--- config.mk ---
export PLATFORM = sky130hd
export DESIGN_NAME = hostRegPort
export DESIGN_NICKNAME = d
export VERILOG_FILES = /design/src/rtl/hrpPkg.sv /design/src/rtl/hrpControl.sv /design/src/rtl/hrpDatapath.sv /design/src/rtl/hostRegPort.sv
export SDC_FILE = /design/constraint.sdc
export NUM_CORES = 1
export LEC_CHECK = 0
export ABC_AREA = 1
export BUFFER_PORTS_ARGS = -buffer_cell sky130_fd_sc_hd__buf_2
export CAP_MARGIN = 0
export CORE_ASPECT_RATIO = 0.7
export CORE_MARGIN = 10
export CORE_UTILIZATION = 55
export DETAILED_ROUTE_END_ITERATION = 6
export PLACE_DENSITY = 0.85
export SLEW_MARGIN = 30
export SYNTH_ARGS = -nofsm -noshare
export SYNTH_HDL_FRONTEND = slang
export SYNTH_SLANG_ARGS = --single-unit
--- constraint.sdc ---
create_clock -name clk -period 2.4 [get_ports clk]
set_clock_uncertainty 0.15 [all_clocks]
set_input_delay 0 -clock clk [delete_from_list [all_inputs] [get_ports clk]]
set_output_delay 0 -clock clk [all_outputs]
set_load 0.01 [all_outputs]
--- src/rtl/hrpPkg.sv ---
package hrpPkg;
  localparam int DW = 8;

  typedef enum logic [1:0] {
    SEL_PTR  = 2'b00,
    SEL_DATA = 2'b01,
    SEL_FIFO = 2'b10,
    SEL_STAT = 2'b11
  } hostSel_e;

  typedef struct packed {
    logic loadPtr;
    logic dataWr;
    logic fifoRd;
    logic statWr;
    logic launch;
    logic ackTake;
  } ctrlStrb_t;
endpackage

--- src/rtl/hrpControl.sv ---
module hrpControl
  import hrpPkg::*;
#(
  parameter logic [DW-1:0] SLOW_MAX = 8'h8F
) (
  input  logic          clk,
  input  logic          rstN,
  input  logic [1:0]    hostAddr,
  input  logic          hostWrEn,
  input  logic          hostRdEn,
  input  logic [DW-1:0] hostWrData,
  input  logic [DW-1:0] ptrReg,
  input  logic          beAck,
  output ctrlStrb_t     strb,
  output logic          beReq,
  output logic          beWrite
);
  hostSel_e sel;
  logic launchRd, launchWr;

  assign sel = hostSel_e'(hostAddr);

  always_comb begin
    strb.loadPtr = hostWrEn && (sel == SEL_PTR);
    strb.dataWr  = hostWrEn && (sel == SEL_DATA);
    strb.fifoRd  = hostRdEn && (sel == SEL_FIFO);
    strb.statWr  = hostWrEn && (sel == SEL_STAT);
    launchRd     = strb.loadPtr && (hostWrData <= SLOW_MAX) && !beReq;
    launchWr     = strb.dataWr && (ptrReg <= SLOW_MAX) && !beReq;
    strb.launch  = launchRd || launchWr;
    strb.ackTake = beReq && beAck;
  end

  always_ff @(posedge clk or negedge rstN) begin
    if (!rstN) begin
      beReq   <= 1'b0;
      beWrite <= 1'b0;
    end else if (strb.ackTake) begin
      beReq <= 1'b0;
    end else if (strb.launch) begin
      beReq   <= 1'b1;
      beWrite <= launchWr;
    end
  end


  req_hold_chk: assert property (@(posedge clk) disable iff (!rstN)
    (beReq && !beAck) |=> (beReq && $stable(beWrite)));


  req_drop_chk: assert property (@(posedge clk) disable iff (!rstN)
    (beReq && beAck) |=> !beReq);
endmodule

--- src/rtl/hrpDatapath.sv ---
module hrpDatapath
  import hrpPkg::*;
#(
  parameter int            NUM_EVT     = 6,
  parameter logic [DW-1:0] SLOW_MAX    = 8'h8F,
  parameter logic [DW-1:0] FAST_MIN    = 8'h90,
  parameter logic [DW-1:0] FAST_MAX    = 8'hCF,
  parameter logic [DW-1:0] IRQ_EN_IDX  = 8'hC1,
  parameter logic [DW-1:0] START_IDX   = 8'h7F
) (
  input  logic               clk,
  input  logic               rstN,
  input  ctrlStrb_t          strb,
  input  logic [1:0]         hostAddr,
  input  logic [DW-1:0]      hostWrData,
  input  logic               beWrite,
  input  logic [DW-1:0]      beRdData,
  input  logic [DW-1:0]      fastRdData,
  input  logic [DW-1:0]      fifoData,
  input  logic               fifoEmpty,
  input  logic [NUM_EVT-1:0] evtIn,
  output logic [DW-1:0]      ptrReg,
  output logic [DW-1:0]      wrDataReg,
  output logic [DW-1:0]      hostRdData,
  output logic               fifoPop,
  output logic               fastWrEn,
  output logic               irq,
  output logic               startOut
);
  localparam int FLAG_W = NUM_EVT + 1;

  logic [DW-1:0]     readBuf;
  logic [DW-1:0]     enReg;
  logic              cycleDone;
  logic [FLAG_W-1:0] flags, flagsNext, setVec;
  logic [DW-1:0]     statusByte;
  logic              inSlow, inFast, isEnIdx;

  assign inSlow  = ptrReg <= SLOW_MAX;
  assign inFast  = (ptrReg >= FAST_MIN) && (ptrReg <= FAST_MAX);
  assign isEnIdx = ptrReg == IRQ_EN_IDX;
  assign setVec  = {evtIn, strb.ackTake};

  for (genvar k = 0; k < FLAG_W; k++) begin : g_flag
    assign flagsNext[k] = setVec[k] ||
                          (flags[k] && !(strb.statWr && hostWrData[k+1]));
  end

  always_ff @(posedge clk or negedge rstN) begin
    if (!rstN) begin
      ptrReg    <= '0;
      wrDataReg <= '0;
      readBuf   <= '0;
      enReg     <= '0;
      cycleDone <= 1'b1;
      flags     <= '0;
      fastWrEn  <= 1'b0;
      startOut  <= 1'b0;
    end else begin
      flags    <= flagsNext;
      fastWrEn <= strb.dataWr && inFast && !isEnIdx;
      if (strb.loadPtr) ptrReg <= hostWrData;
      if (strb.dataWr) wrDataReg <= hostWrData;
      if (strb.dataWr && isEnIdx) enReg <= hostWrData;
      if (strb.dataWr && (ptrReg == START_IDX)) startOut <= 1'b1;
      if (strb.ackTake && !beWrite) readBuf <= beRdData;
      if (strb.ackTake) cycleDone <= 1'b1;
      else if (strb.launch) cycleDone <= 1'b0;
    end
  end

  always_comb begin
    statusByte = '0;
    statusByte[FLAG_W:0] = {flags, cycleDone};
    irq = |(flags & enReg[FLAG_W:1]);
    fifoPop = strb.fifoRd && !fifoEmpty;
    unique case (hostSel_e'(hostAddr))
      SEL_PTR:  hostRdData = ptrReg;
      SEL_DATA: begin
        if (inSlow)       hostRdData = readBuf;
        else if (isEnIdx) hostRdData = enReg;
        else if (inFast)  hostRdData = fastRdData;
        else              hostRdData = '0;
      end
      SEL_FIFO: hostRdData = fifoEmpty ? '0 : fifoData;
      SEL_STAT: hostRdData = statusByte;
      default:  hostRdData = '0;
    endcase
  end


  done_low_chk: assert property (@(posedge clk) disable iff (!rstN)
    strb.launch |=> !cycleDone);


  flag_set_chk: assert property (@(posedge clk) disable iff (!rstN)
    strb.ackTake |=> (flags[0] && cycleDone));


  start_sticky_chk: assert property (@(posedge clk) disable iff (!rstN)
    startOut |=> startOut);


  pop_guard_chk: assert property (@(posedge clk) disable iff (!rstN)
    fifoPop |-> !fifoEmpty);
endmodule

--- src/rtl/hostRegPort.sv ---
module hostRegPort
  import hrpPkg::*;
#(
  parameter int            NUM_EVT    = 6,
  parameter logic [DW-1:0] SLOW_MAX   = 8'h8F,
  parameter logic [DW-1:0] FAST_MIN   = 8'h90,
  parameter logic [DW-1:0] FAST_MAX   = 8'hCF,
  parameter logic [DW-1:0] IRQ_EN_IDX = 8'hC1,
  parameter logic [DW-1:0] START_IDX  = 8'h7F
) (
  input  logic               clk,
  input  logic               rstN,
  input  logic [1:0]         hostAddr,
  input  logic               hostWrEn,
  input  logic               hostRdEn,
  input  logic [DW-1:0]      hostWrData,
  output logic [DW-1:0]      hostRdData,
  output logic               irq,
  output logic               startOut,
  output logic [DW-1:0]      regAddr,
  output logic [DW-1:0]      regWrData,
  output logic               beReq,
  output logic               beWrite,
  input  logic               beAck,
  input  logic [DW-1:0]      beRdData,
  output logic               fastWrEn,
  input  logic [DW-1:0]      fastRdData,
  input  logic [DW-1:0]      fifoData,
  input  logic               fifoEmpty,
  output logic               fifoPop,
  input  logic [NUM_EVT-1:0] evtIn
);
  ctrlStrb_t strb;

  hrpControl #(.SLOW_MAX(SLOW_MAX)) uCtrl (
    .clk(clk), .rstN(rstN), .hostAddr(hostAddr), .hostWrEn(hostWrEn),
    .hostRdEn(hostRdEn), .hostWrData(hostWrData), .ptrReg(regAddr),
    .beAck(beAck), .strb(strb), .beReq(beReq), .beWrite(beWrite)
  );

  hrpDatapath #(
    .NUM_EVT(NUM_EVT), .SLOW_MAX(SLOW_MAX), .FAST_MIN(FAST_MIN),
    .FAST_MAX(FAST_MAX), .IRQ_EN_IDX(IRQ_EN_IDX), .START_IDX(START_IDX)
  ) uData (
    .clk(clk), .rstN(rstN), .strb(strb), .hostAddr(hostAddr),
    .hostWrData(hostWrData), .beWrite(beWrite), .beRdData(beRdData),
    .fastRdData(fastRdData), .fifoData(fifoData), .fifoEmpty(fifoEmpty),
    .evtIn(evtIn), .ptrReg(regAddr), .wrDataReg(regWrData),
    .hostRdData(hostRdData), .fifoPop(fifoPop), .fastWrEn(fastWrEn),
    .irq(irq), .startOut(startOut)
  );
endmodule

## Yosys cells after proc, flatten, opt, wreduce, memory -nomap -nowiden

Index checks and enable logic that the tools add are counted.

| word-level totals | value |
|---|---|
| register bits | 44 |
| input port bits | 46 |
| output and inout bits | 30 |
| word-level logic and storage cells | 83 |

| cells by class | value |
|---|---|
| $lt $le $gt $ge | 4 |
| equal/unequal tests | 5 |
| multiplexer cells | 9 |
| bitwise gates (word level) | 2 |
| reductions and logical operators | 53 |

Operator list:

| operator | count |
|---|---|
| 8-bit 2-to-1 mux | 4 |
| 8-bit one-hot mux with 4 select lines | 1 |
| 1-bit logical AND | 30 |
| 8-bit <= comparator, second input constant | 3 |
| 1-bit logical NOT | 11 |
| 8-bit by 7-bit == test with 1-bit output, second input constant | 1 |
| 8-bit == test, second input constant | 1 |
| 8-bit greater-or-equal comparator, second input constant | 1 |
| 1-bit logical OR | 8 |
| 7-bit AND | 1 |
| 7-bit OR reduction | 1 |
| 2-bit == test, second input constant | 2 |
| 1-bit 2-to-1 mux | 4 |
| 2-bit by 1-bit == test with 1-bit output, second input constant | 1 |
| 2-bit logical NOT | 1 |
| 2-bit AND reduction | 1 |
| 2-bit nonzero test | 1 |
| 1-bit inverter | 1 |

## Logic depth before layout (Yosys ltp)

Gate-level depths: netlist (run 1).

| logic depth | value |
|---|---|
| word-level depth | 7 |
| depth in mapped cells | 10 |
| gate-level depth less buffers | 9 |

## Modules after synthesis

Synthesis (run 1) repeated with hierarchy kept, for this count alone.

| second synthesis, totals | value |
|---|---|
| cells, all modules | 295 |
| area, all modules | 2364.8 µm² |

By module, submodules not included:

| module | times used | cells each | area an instance (µm²) | seq. area each (µm²) |
|---|---|---|---|---|
| hrpDatapath | 1 | 263 | 2199.6 | 1052.3 |
| hrpControl | 1 | 32 | 165.2 | 50.0 |

## Worst setup path after synthesis (run 1)

OpenSTA, ideal clock, no wires.

| timing | value |
|---|---|
| path kind | reg-to-reg |
| start | register uData.ptrReg[2] |
| end | register uData.enReg[7] |
| library setup time | 0.120 ns |
| data arrival time | 1.189 ns |
| required time | 2.130 ns |
| setup slack | 0.942 ns |
| cell stages (with the launch flop) | 8 |
| path buffers | 1 |
| clock period less this slack | 1.458 ns |
| path through | dfrtp_1 > inv_1 > nand2_1 > nor2_8 > nand3_4 > buf_6 > nand2_2 > o21ai_2 |

| between the ends | value |
|---|---|
| word-level cells in the longest chain between the ends | 2 |

RTL lines:

| what | RTL line | RTL |
|---|---|---|
| start: declaration | hrpDatapath.sv:22 | `output logic [DW-1:0] ptrReg,` |
| start signal: assignment | hrpDatapath.sv:62 | `if (strb.loadPtr) ptrReg <= hostWrData;` |
| 8-bit == test | hrpDatapath.sv:41 | `assign isEnIdx = ptrReg == IRQ_EN_IDX;` |
| 1-bit logical AND | hrpDatapath.sv:64 | `if (strb.dataWr && isEnIdx) enReg <= hostWrData;` |
| end signal: assignment | hrpDatapath.sv:64 |  |
| end: declaration | hrpDatapath.sv:33 | `logic [DW-1:0] enReg;` |

No other way between the ends.
A chain may end at the register's enable or synchronous reset.

## Worst setup path in the final report (run 1)

| timing | value |
|---|---|
| start | register uData.ptrReg[7] |
| end | output port hostRdData[0] |

| between the ends | value |
|---|---|
| word-level cells in the longest chain between the ends | 6 |
| elaborated cells between the ends (all ways) | 9 |
| classes of those cells | 3 x order compare; 1 x eq/ne; 4 x mux; 1 x reduce/logical |

RTL lines:

| what | RTL line | RTL |
|---|---|---|
| 8-bit greater-or-equal comparator or 8-bit <= comparator (tied branches) | hrpDatapath.sv:40 | `assign inFast = (ptrReg >= FAST_MIN) && (ptrReg <= FAST_MAX);` |
| 1-bit logical AND | hrpDatapath.sv:40 |  |
| 8-bit 2-to-1 mux | hrpDatapath.sv:82 | `else if (inFast) hostRdData = fastRdData;` |
| 8-bit 2-to-1 mux | hrpDatapath.sv:81 | `else if (isEnIdx) hostRdData = enReg;` |
| 8-bit 2-to-1 mux * | hrpDatapath.sv:80 | `if (inSlow) hostRdData = readBuf;` |
| 8-bit one-hot mux with 4 select lines * | hrpDatapath.sv:77 | `unique case (hostSel_e'(hostAddr))` |
| end: declaration | hostRegPort.sv:17 | `output logic [DW-1:0] hostRdData,` |

Every way passes the cells marked *; elsewhere a longest branch is shown, timed or not.

==> flow_summary.yaml, run 1 <==
global_route:
  grt_overflow: 0
  antenna_found_initial: 0
  grt_use_met1_pct: 26.16
  met3_usage_pct: 6.856
  grt_pass1_wl_um: 12160
  use_met2_pct: 32.34
  grt_max_degree: 45
  grt_usage_pct: 20.36
  grt_busiest_layer: "met2"
  first_global_vias: 2407
detailed_routing:
  drtAntennaViolNets: 0
  drt_iter0_markers: 187
  wl_per_cell_um: 16.87
  vias: 2382
  routed_wl_um: 7389
  via_per_inst: 5.438
  drc: 0
  dr.pass1.iters: 5
synthesis:
  ys_top_cells_by_area: "dfrtp_1, nand2_1, nand3_1"
  ys_ff_latch: 44
  yosys_warnings: 0
  ys_top_cells_by_count: "nand2_1, dfrtp_1, inv_1"
  yosys.area.top_type_share_pct: 45.65
  synthFlopType: "dfrtp_1"
  netlist_area_sq_um: 2357
  avgSynthCellArea_sq_um: 8.359
  syn_nets: 328
  yosysMostFrequentCell: "nand2_1"
  synthCells: 282
  synth_area_leader_cell: "dfrtp_1"
  netlist-cell-type-count: 31
  ys_seq_area_share_pct: 46.76
  async_flop_share_pct: 100.0
  synth_edf_count: 0
critical_path:
  crit_path_top_delay_cell: "dfrtp_1"
  arrival_ns: 1.80
  worst_ep_required_time_ns: 2.25
  slowest_delay_ns: 0.47
  end_kind: "output pin"
  crit_path_cell_trace: "nand2_2 > nor2_1 > nor2_2 > nand3_1 > nand2_1 > nand2_1 > nand3_1 > buf_2"
  cp-startpoint: "uData.ptrReg[7]"
  path_class: "register to output pin"
  cp_max_fo: 9
  crit_path_start_kind: "register"
  reg2reg_from: "uData.ptrReg[3]"
sta:
  tightest_slew_ns: 0.6138
  fin_crit_ns: 1.946
  period_share_pct: 81.06
  clock.fmax_ghz: 0.5140
  hold_viol_final: 0
  setup_viol_count_final: 0
  final.setup.tns_ns: 0
  rsz0062_at_grt: "no"
  relSlewSlack_pct: 58.93
  drv_slew: 0
die:
  die-area_sq_um: 7347
  pin_count: 76
  die_x_um: 98.25
  initial_utilization_pct: 58.67
  core_sq_um: 4018
  placementRows: 19
  fp.dieH_um: 74.78
layout:
  area_delta_synth_final_pct: 33.86
  fin_cells: 438
  diodes: 0
  nNetsFinal: 431
  drive_gt1_share_pct: 29.53
  stdcell_area_sq_um: 3156
clock_network:
  cts_tree: "done"
  clkTransAtPathRegs_ns: 0.08
  clk_latency_ns: 0.30
  cts_buffers: 5
  clockBufferDepth: 2
  cts_sinks: 44
  cts.htree.levels: 2
  root_buffer: "clkbuf_8"
  postCtsResizedCells: 0
placement:
  gp_congestion: 0.9212
  place_hpwl_um: 5434
  place_area_sq_um: 2750
  port_buffers: 75
  dpl.cell_count: 403
power_and_ir_drop:
  power.density_nw_per_um2: 725.5
  p_leak_nw: 1.603
  vdd_drop_max_mv: 0.5665
  p_total_mw: 2.289
job:
  cap_viol_max_count: 0
hold_path:
  worstHoldPathType: "input pin to register"
  hold_start: "hostWrEn"
status:
  status: "complete, no violations"
path summary, 6_finish.rpt:
path	endpoint	slack (ns)	cells after the start
max reg2reg	uData.enReg[5]	0.82	6
min reg2reg	uData.startOut	0.34	2
max in group asynchronous	uCtrl.beWrite	1.64	2
min in group asynchronous	uData.flags[4]	0.08	2
min	uData.flags[3]	0.04	4
max	hostRdData[0]	0.45	8
worst max-delay path: cells and delay by family (launching register included):
family                 cells  cell delay [ns]
DFF                        1             0.47
and+or+nand+nor            7             0.87
buffers and inverters      1             0.15
state kept, by name (all words and copies together), names as in the netlist:
name,count
uData.startOut,1
uData.cycleDone,1
uCtrl.beReq,1
uData.enReg,8
uData.flags,7
uData.wrDataReg,8
uData.ptrReg,8
uData.fastWrEn,1
uData.readBuf,8
uCtrl.beWrite,1
through the flow:
step | util, % | hold WS [ns] | worst slack, ns
after CTS | 78.48 | 0.02474 | 0.4752
after global placement | 68.45 | 0.03624 | 0.8189
after floorplan | - | -0.4456 | 0.9416
after detailed placement | 68.45 | 0.03902 | 0.8143
after global routing | 78.54 | 0.05280 | 0.3055
final | 78.54 | 0.04087 | 0.4545
power breakdown:
group / switching (mW) / internal (mW) / total, mW
Combinational: 0.353 / 0.276 / 0.629
Clock: 0.259 / 0.416 / 0.676
Sequential: 0.100 / 0.885 / 0.985
Total: 0.713 / 1.58 / 2.29
repair_timing:
item                      CTS  global route
hold buffers               27             0
buffers inserted            0             0
hold endpoints to repair   84             0
cell usage in the layout (no fill, tap or decap):
cell type and count:
nand2_1 78, buf_2 74, dfrtp_1 43, inv_1 34
nand3_1 27, dlygate4sd3_1 27, nor2_1 19, o21ai_0 15
a32oi_1 8, o21a_1 8, o21ai_2 8, mux2_2 7
nand2_2 5, clkbuf_8 5, nor2_2 3, nor2_8 2
and3_1 2, nor3_1 2, o211ai_1 2, bufinv_16 2
buf_4 2, inv_2 1, nand2_4 1, clkinv_1 1
or2_2 1, a221oi_1 1, nand4_1 1, nand3_2 1
nand3_4 1, or2_1 1, mux2_1 1, nor4_1 1
clkbuf_1 1, dfstp_2 1
per-layer routing:
layer  vias to the layer above  wire length [um]  share of wire, %
met5                         -                 0                 0
met4                         0               118               1.6
met3                        14               725               9.8
met2                       128              3365                46
met1                      1104              3179                43
li1                       1136                 -                 -
cell type report:
cell class	count	area (sq um)
clock buffer	6	72.57
clock inverter	2	60.06
fill	305	862.1
inverter	36	135.1
multi-input combinational	195	1065
sequential	44	1102
tap	52	65.06
timing repair buffer	103	655.6
logic make-up (layout without fill, tap and decap cells):
kind of cell           count (synthesis)  count (layout)  share of synthesized area (%)
and+or+nand+nor                      145             145                          28.66
AOI/OAI and AO/OA                     42              42                          12.69
DFF                                   44              44                          46.76
buffers and inverters                 43             147                          8.067
muxes                                  8               8                          3.822
Note: power is estimated with default switching activity, not from simulation.
==> run 2: changes to the inputs <==
CORE_UTILIZATION = 51   (was 55)
PLACE_DENSITY = 0.79   (was 0.85)
clock period = 1.97 ns   (was 2.4 ns; I/O delays follow)
==> run 2 against run 1 <==
Against the previous run: die area grew 6.0%; worst setup slack lost 0.39 ns; clock power grew 11%; global-route usage shrank 2.1 points; power grew 21%; largest power group unchanged.
==> flow_summary.yaml, run 2 (same netlist as run 1, synthesis figures left out) <==
status:
  status: "complete, no violations"
layout:
  nNetsFinal: 443
  stdcell_area_sq_um: 3284
  layout_common_cells: "buf_2, nand2_1, dfrtp_1"
  drive_gt1_share_pct: 32.91
  diodes: 0
  regArea_sq_um: 1104
  fillers: 354
  multiInputGateArea_sq_um: 1105
  layout_commonest_cell: "buf_2"
  area_delta_synth_final_pct: 39.33
critical_path:
  arrival_ns: 1.75
  crit_path_top_delay_cell: "dfrtp_2"
  path_buf_inv: 3
  worst_ep_required_time_ns: 1.82
  crit_path_start_kind: "register"
  reg2reg_slack_ns: 0.23
  cp_common_cell: "nand2_1"
  path_class: "register to output pin"
  crit_path_cell_trace: "nand2_2 > nor2_8 > buf_2 > nand3_1 > nand2_1 > inv_1 > nand2_1 > nand2_1 > nand3_1 > buf_2"
  cp_max_fo: 6
  slowest_delay_ns: 0.48
  crit_family: "simple AND/OR/NAND/NOR gates"
  end_kind: "output pin"
power_and_ir_drop:
  p_sw_share_pct: 32.73
  vdd_drop_max_mv: 0.5434
  p_comb_share_pct: 29.3
  p_leak_nw: 1.647
  power.density_nw_per_um2: 840.6
  intPower_mw: 1.857
  clkPwrFrac_pct: 27.3
  power_frac_seq_pct: 43.4
  p_sw_mw: 0.9038
die:
  fp.dieH_um: 76.88
  placementRows: 20
  pin_count: 76
  initial_utilization_pct: 53.52
  core_sq_um: 4404
  die_x_um: 101.3
  die-area_sq_um: 7785
sta:
  hold_slack_ns: 0.1042
  drv_slew: 0
  tightest_slew_ns: 0.5701
  period_share_pct: 96.52
  setup_viol_count_final: 0
  clock.fmax_ghz: 0.5259
  hold_viol_final: 0
  fin_crit_ns: 1.901
  relSlewSlack_pct: 61.99
detailed_routing:
  drc: 0
  wl_per_cell_um: 16.53
  drtAntennaViolNets: 0
  vias: 2339
  dr.pass1.iters: 5
  drt_iter0_markers: 208
  via_per_inst: 5.163
  routed_wl_um: 7489
job:
  cap_viol_max_count: 0
clock_network:
  cts.htree.levels: 2
  clockBufferDepth: 2
  cts_sinks: 44
  clkTransAtPathRegs_ns: 0.09
  cts_buffers: 5
  root_buffer: "clkbuf_8"
  cts_tree: "done"
  clk_latency_ns: 0.31
placement:
  gp_congestion: 0.9552
  place_area_sq_um: 2769
  port_buffers: 75
  place_hpwl_um: 5429
global_route:
  grt_overflow: 0
  grt_usage_pct: 18.23
  antenna_found_initial: 0
  grt_pass1_wl_um: 11430
  grt_max_degree: 45
  first_global_vias: 2271
hold_path:
  worstHoldPathType: "input pin to register"
[run 2: final cells by class]
cell class	instances	area share (%)
multi-input combinational	197	33.64
sequential	44	33.60
inverter	36	4.190
clock inverter	2	1.181
timing repair buffer	113	22.78
clock buffer	6	2.514
tap	55	2.095
[run 2: metal layers]
metal / routed length [um] / global-route usage [%] / part of all wire (%) / up-vias
met5: 0 / 0 / 0 / -
met4: 110 / 4.167 / 1.5 / 0
met3: 641 / 6.535 / 8.6 / 12
met2: 3354 / 27.66 / 45 / 87
met1: 3382 / 24.04 / 45 / 1086
li1: - / - / - / 1154
[run 2: worst register-to-register path: cells and delay by family, from the launching register on]
kind / cells / cell delay, ns
buffers and inverters: 2 / 0.29
AOI/OAI and AO/OA: 1 / 0.06
and+or+nand+nor: 4 / 0.65
DFF: 1 / 0.48
[run 2: worst paths after layout]
check	from	end	depth (start not counted)
min in group asynchronous	rstN	uData.ptrReg[6]	3
setup / recovery	uData.ptrReg[7]	hostRdData[2]	10
hold reg to reg	uData.startOut	uData.startOut	2
max in group asynchronous	rstN	uData.ptrReg[7]	3
setup reg to reg	uData.ptrReg[7]	uData.enReg[5]	7
hold / removal	hostAddr[0]	uCtrl.beWrite	5
[run 2: stage by stage]
step | setup TNS [ns] | utilization, % | instances | setup slack (ns) | total power [mW]
2_1_floorplan | 0 | - | 282 | 0.5116 | 1.647
4_1_cts | 0 | 72.78 | 447 | 0.02509 | 2.721
6_report | 0 | 74.57 | 453 | 0.06865 | 2.761
3_3_place_gp | 0 | 62.87 | 408 | 0.3064 | 1.903
3_5_place_dp | 0 | 62.87 | 408 | 0.2986 | 1.931
5_1_grt | -0.05186 | 74.57 | 453 | -0.02268 | 2.909
[run 2: power groups by stage]
stage	clock network (mW)	logic, mW	registers [mW]
6_report	0.753	0.809	1.20
5_1_grt	0.785	0.906	1.22
4_1_cts	0.755	0.772	1.19
3_5_place_dp	0	0.721	1.21
3_3_place_gp	0	0.704	1.20
2_1_floorplan	0	0.435	1.21
[run 2: timing repair]
action | in CTS | in global routing
hold buffers | 31 | 0
hold endpoints to repair | 86 | 0
gates cloned | 0 | 2
pin swaps | 0 | 3
endpoints found under the setup margin | 5 | 8
setup buffers | 0 | 4
resized for setup | 1 | 12
==> run 3: changes to the inputs <==
RECOVER_POWER = 25   (was unset)
==> run 3 against run 2 <==
Against the previous run: fmax hardly changed; worst setup slack is essentially flat; routed wire length unchanged; largest power group unchanged; design area hardly changed; flip-flop and latch count unchanged.
==> flow_summary.yaml, run 3 (same netlist as run 1, synthesis figures left out) <==
critical_path:
  path_class: "register to output pin"
  cp_max_fo: 6
  arrival_ns: 1.75
  crit_path_start_kind: "register"
  worst_ep_required_time_ns: 1.82
  end_kind: "output pin"
die:
  pin_count: 76
  die_x_um: 101.3
  core_sq_um: 4404
  initial_utilization_pct: 53.52
  placementRows: 20
  fp.dieH_um: 76.88
  die-area_sq_um: 7785
layout:
  fillers: 355
  area_delta_synth_final_pct: 39.23
  nNetsFinal: 443
  fin_cells: 453
  multiInputGateArea_sq_um: 1105
  drive_gt1_share_pct: 32.91
  layout_common_cells: "buf_2, nand2_1, dfrtp_1"
  diodes: 0
  layout_commonest_cell: "buf_2"
  regArea_sq_um: 1104
sta:
  fin_crit_ns: 1.902
  hold_viol_final: 0
  clock.fmax_ghz: 0.5258
  drv_slew: 0
  period_share_pct: 96.54
  relSlewSlack_pct: 26.22
  setup_viol_count_final: 0
  tightest_slew_ns: 1.107
placement:
  gp_congestion: 0.9552
  port_buffers: 75
  dpl.cell_count: 408
  place_hpwl_um: 5429
status:
  status: "complete, no violations"
clock_network:
  cts_sinks: 44
  cts_tree: "done"
  cts.htree.levels: 2
  clockBufferDepth: 2
  clkTransAtPathRegs_ns: 0.09
  clk_latency_ns: 0.31
  root_buffer: "clkbuf_8"
  cts_buffers: 5
global_route:
  grt_overflow: 0
  antenna_found_initial: 0
  first_global_vias: 2271
  grt_pass1_wl_um: 11430
  grt_max_degree: 45
  grt_usage_pct: 18.23
power_and_ir_drop:
  p_total_mw: 2.759
  power.density_nw_per_um2: 840.7
  vdd_drop_max_mv: 0.5432
  p_leak_nw: 1.646
detailed_routing:
  wl_per_cell_um: 16.53
  drc: 0
  drtAntennaViolNets: 0
  drt_iter0_markers: 208
  vias: 2342
  via_per_inst: 5.170
  routed_wl_um: 7489
  dr.pass1.iters: 5
job:
  cap_viol_max_count: 0
hold_path:
  worstHoldPathType: "input pin to register"
## run 3: cell type report
cell class / count / share of cell area, %
repair buffers: 113 / 22.72
well taps: 55 / 2.097
clock buffers: 6 / 2.516
multi-input cells: 197 / 33.66
clock inverters: 2 / 1.182
inverters: 36 / 4.194
flip-flops and latches: 44 / 33.63
## run 3: per-stage QoR
stage	hold WS [ns]	utilization, %	area (sq um)	TNS, ns	setup slack (ns)
global route	0.1514	74.52	3282	-0.05186	-0.02268
floorplan	-0.4456	-	2357	0	0.5116
finish	0.1041	74.52	3282	0	0.06819
global placement	-0.04232	62.87	2769	0	0.3064
CTS	0.1050	72.78	3206	0	0.02509
detailed placement	-0.03720	62.87	2769	0	0.2986
## run 3: path summary, 6_finish.rpt
path                       slack [ns]  cells after the start         endpoint            start
max in group asynchronous        0.56                      3  uData.ptrReg[7]             rstN
min in group asynchronous        0.37                      3  uData.ptrReg[6]             rstN
min reg2reg                      0.31                      2   uData.startOut   uData.startOut
max                              0.07                     10    hostRdData[2]  uData.ptrReg[7]
min                              0.10                      5    uCtrl.beWrite      hostAddr[0]
max reg2reg                      0.23                      7   uData.enReg[5]  uData.ptrReg[7]
## run 3: timing repair
item                                    CTS  global route
hold buffers                             31             0
resized for setup                         1            12
gates cloned                              0             2
pin swaps                                 0             3
endpoints found under the setup margin    5             8
buffers inserted                          0             4
hold endpoints to repair                 86             0
## run 3: worst max-delay path, stage by stage, from the launching register on
cell,delay [ns]
dfrtp_2,0.48
nand2_2,0.14
nor2_8,0.12
buf_2,0.16
nand3_1,0.10
nand2_1,0.07
inv_1,0.04
nand2_1,0.04
nand2_1,0.05
nand3_1,0.09
buf_2,0.15
## run 3: layer usage
metal | vias up | routed length [um] | GRT usage [%] | part of all wire, %
met5 | - | 0 | 0 | 0
met4 | 0 | 110 | 4.167 | 1.5
met3 | 12 | 654 | 6.535 | 8.7
met2 | 89 | 3356 | 27.66 | 45
met1 | 1088 | 3368 | 24.04 | 45
li1 | 1153 | - | - | -
## run 3: where the power goes
part           leakage [nW]  internal (mW)  total, mW  switching, mW
Combinational          1.07          0.364      0.808          0.445
Sequential            0.516           1.08       1.20          0.122
Clock                0.0614          0.415      0.751          0.336
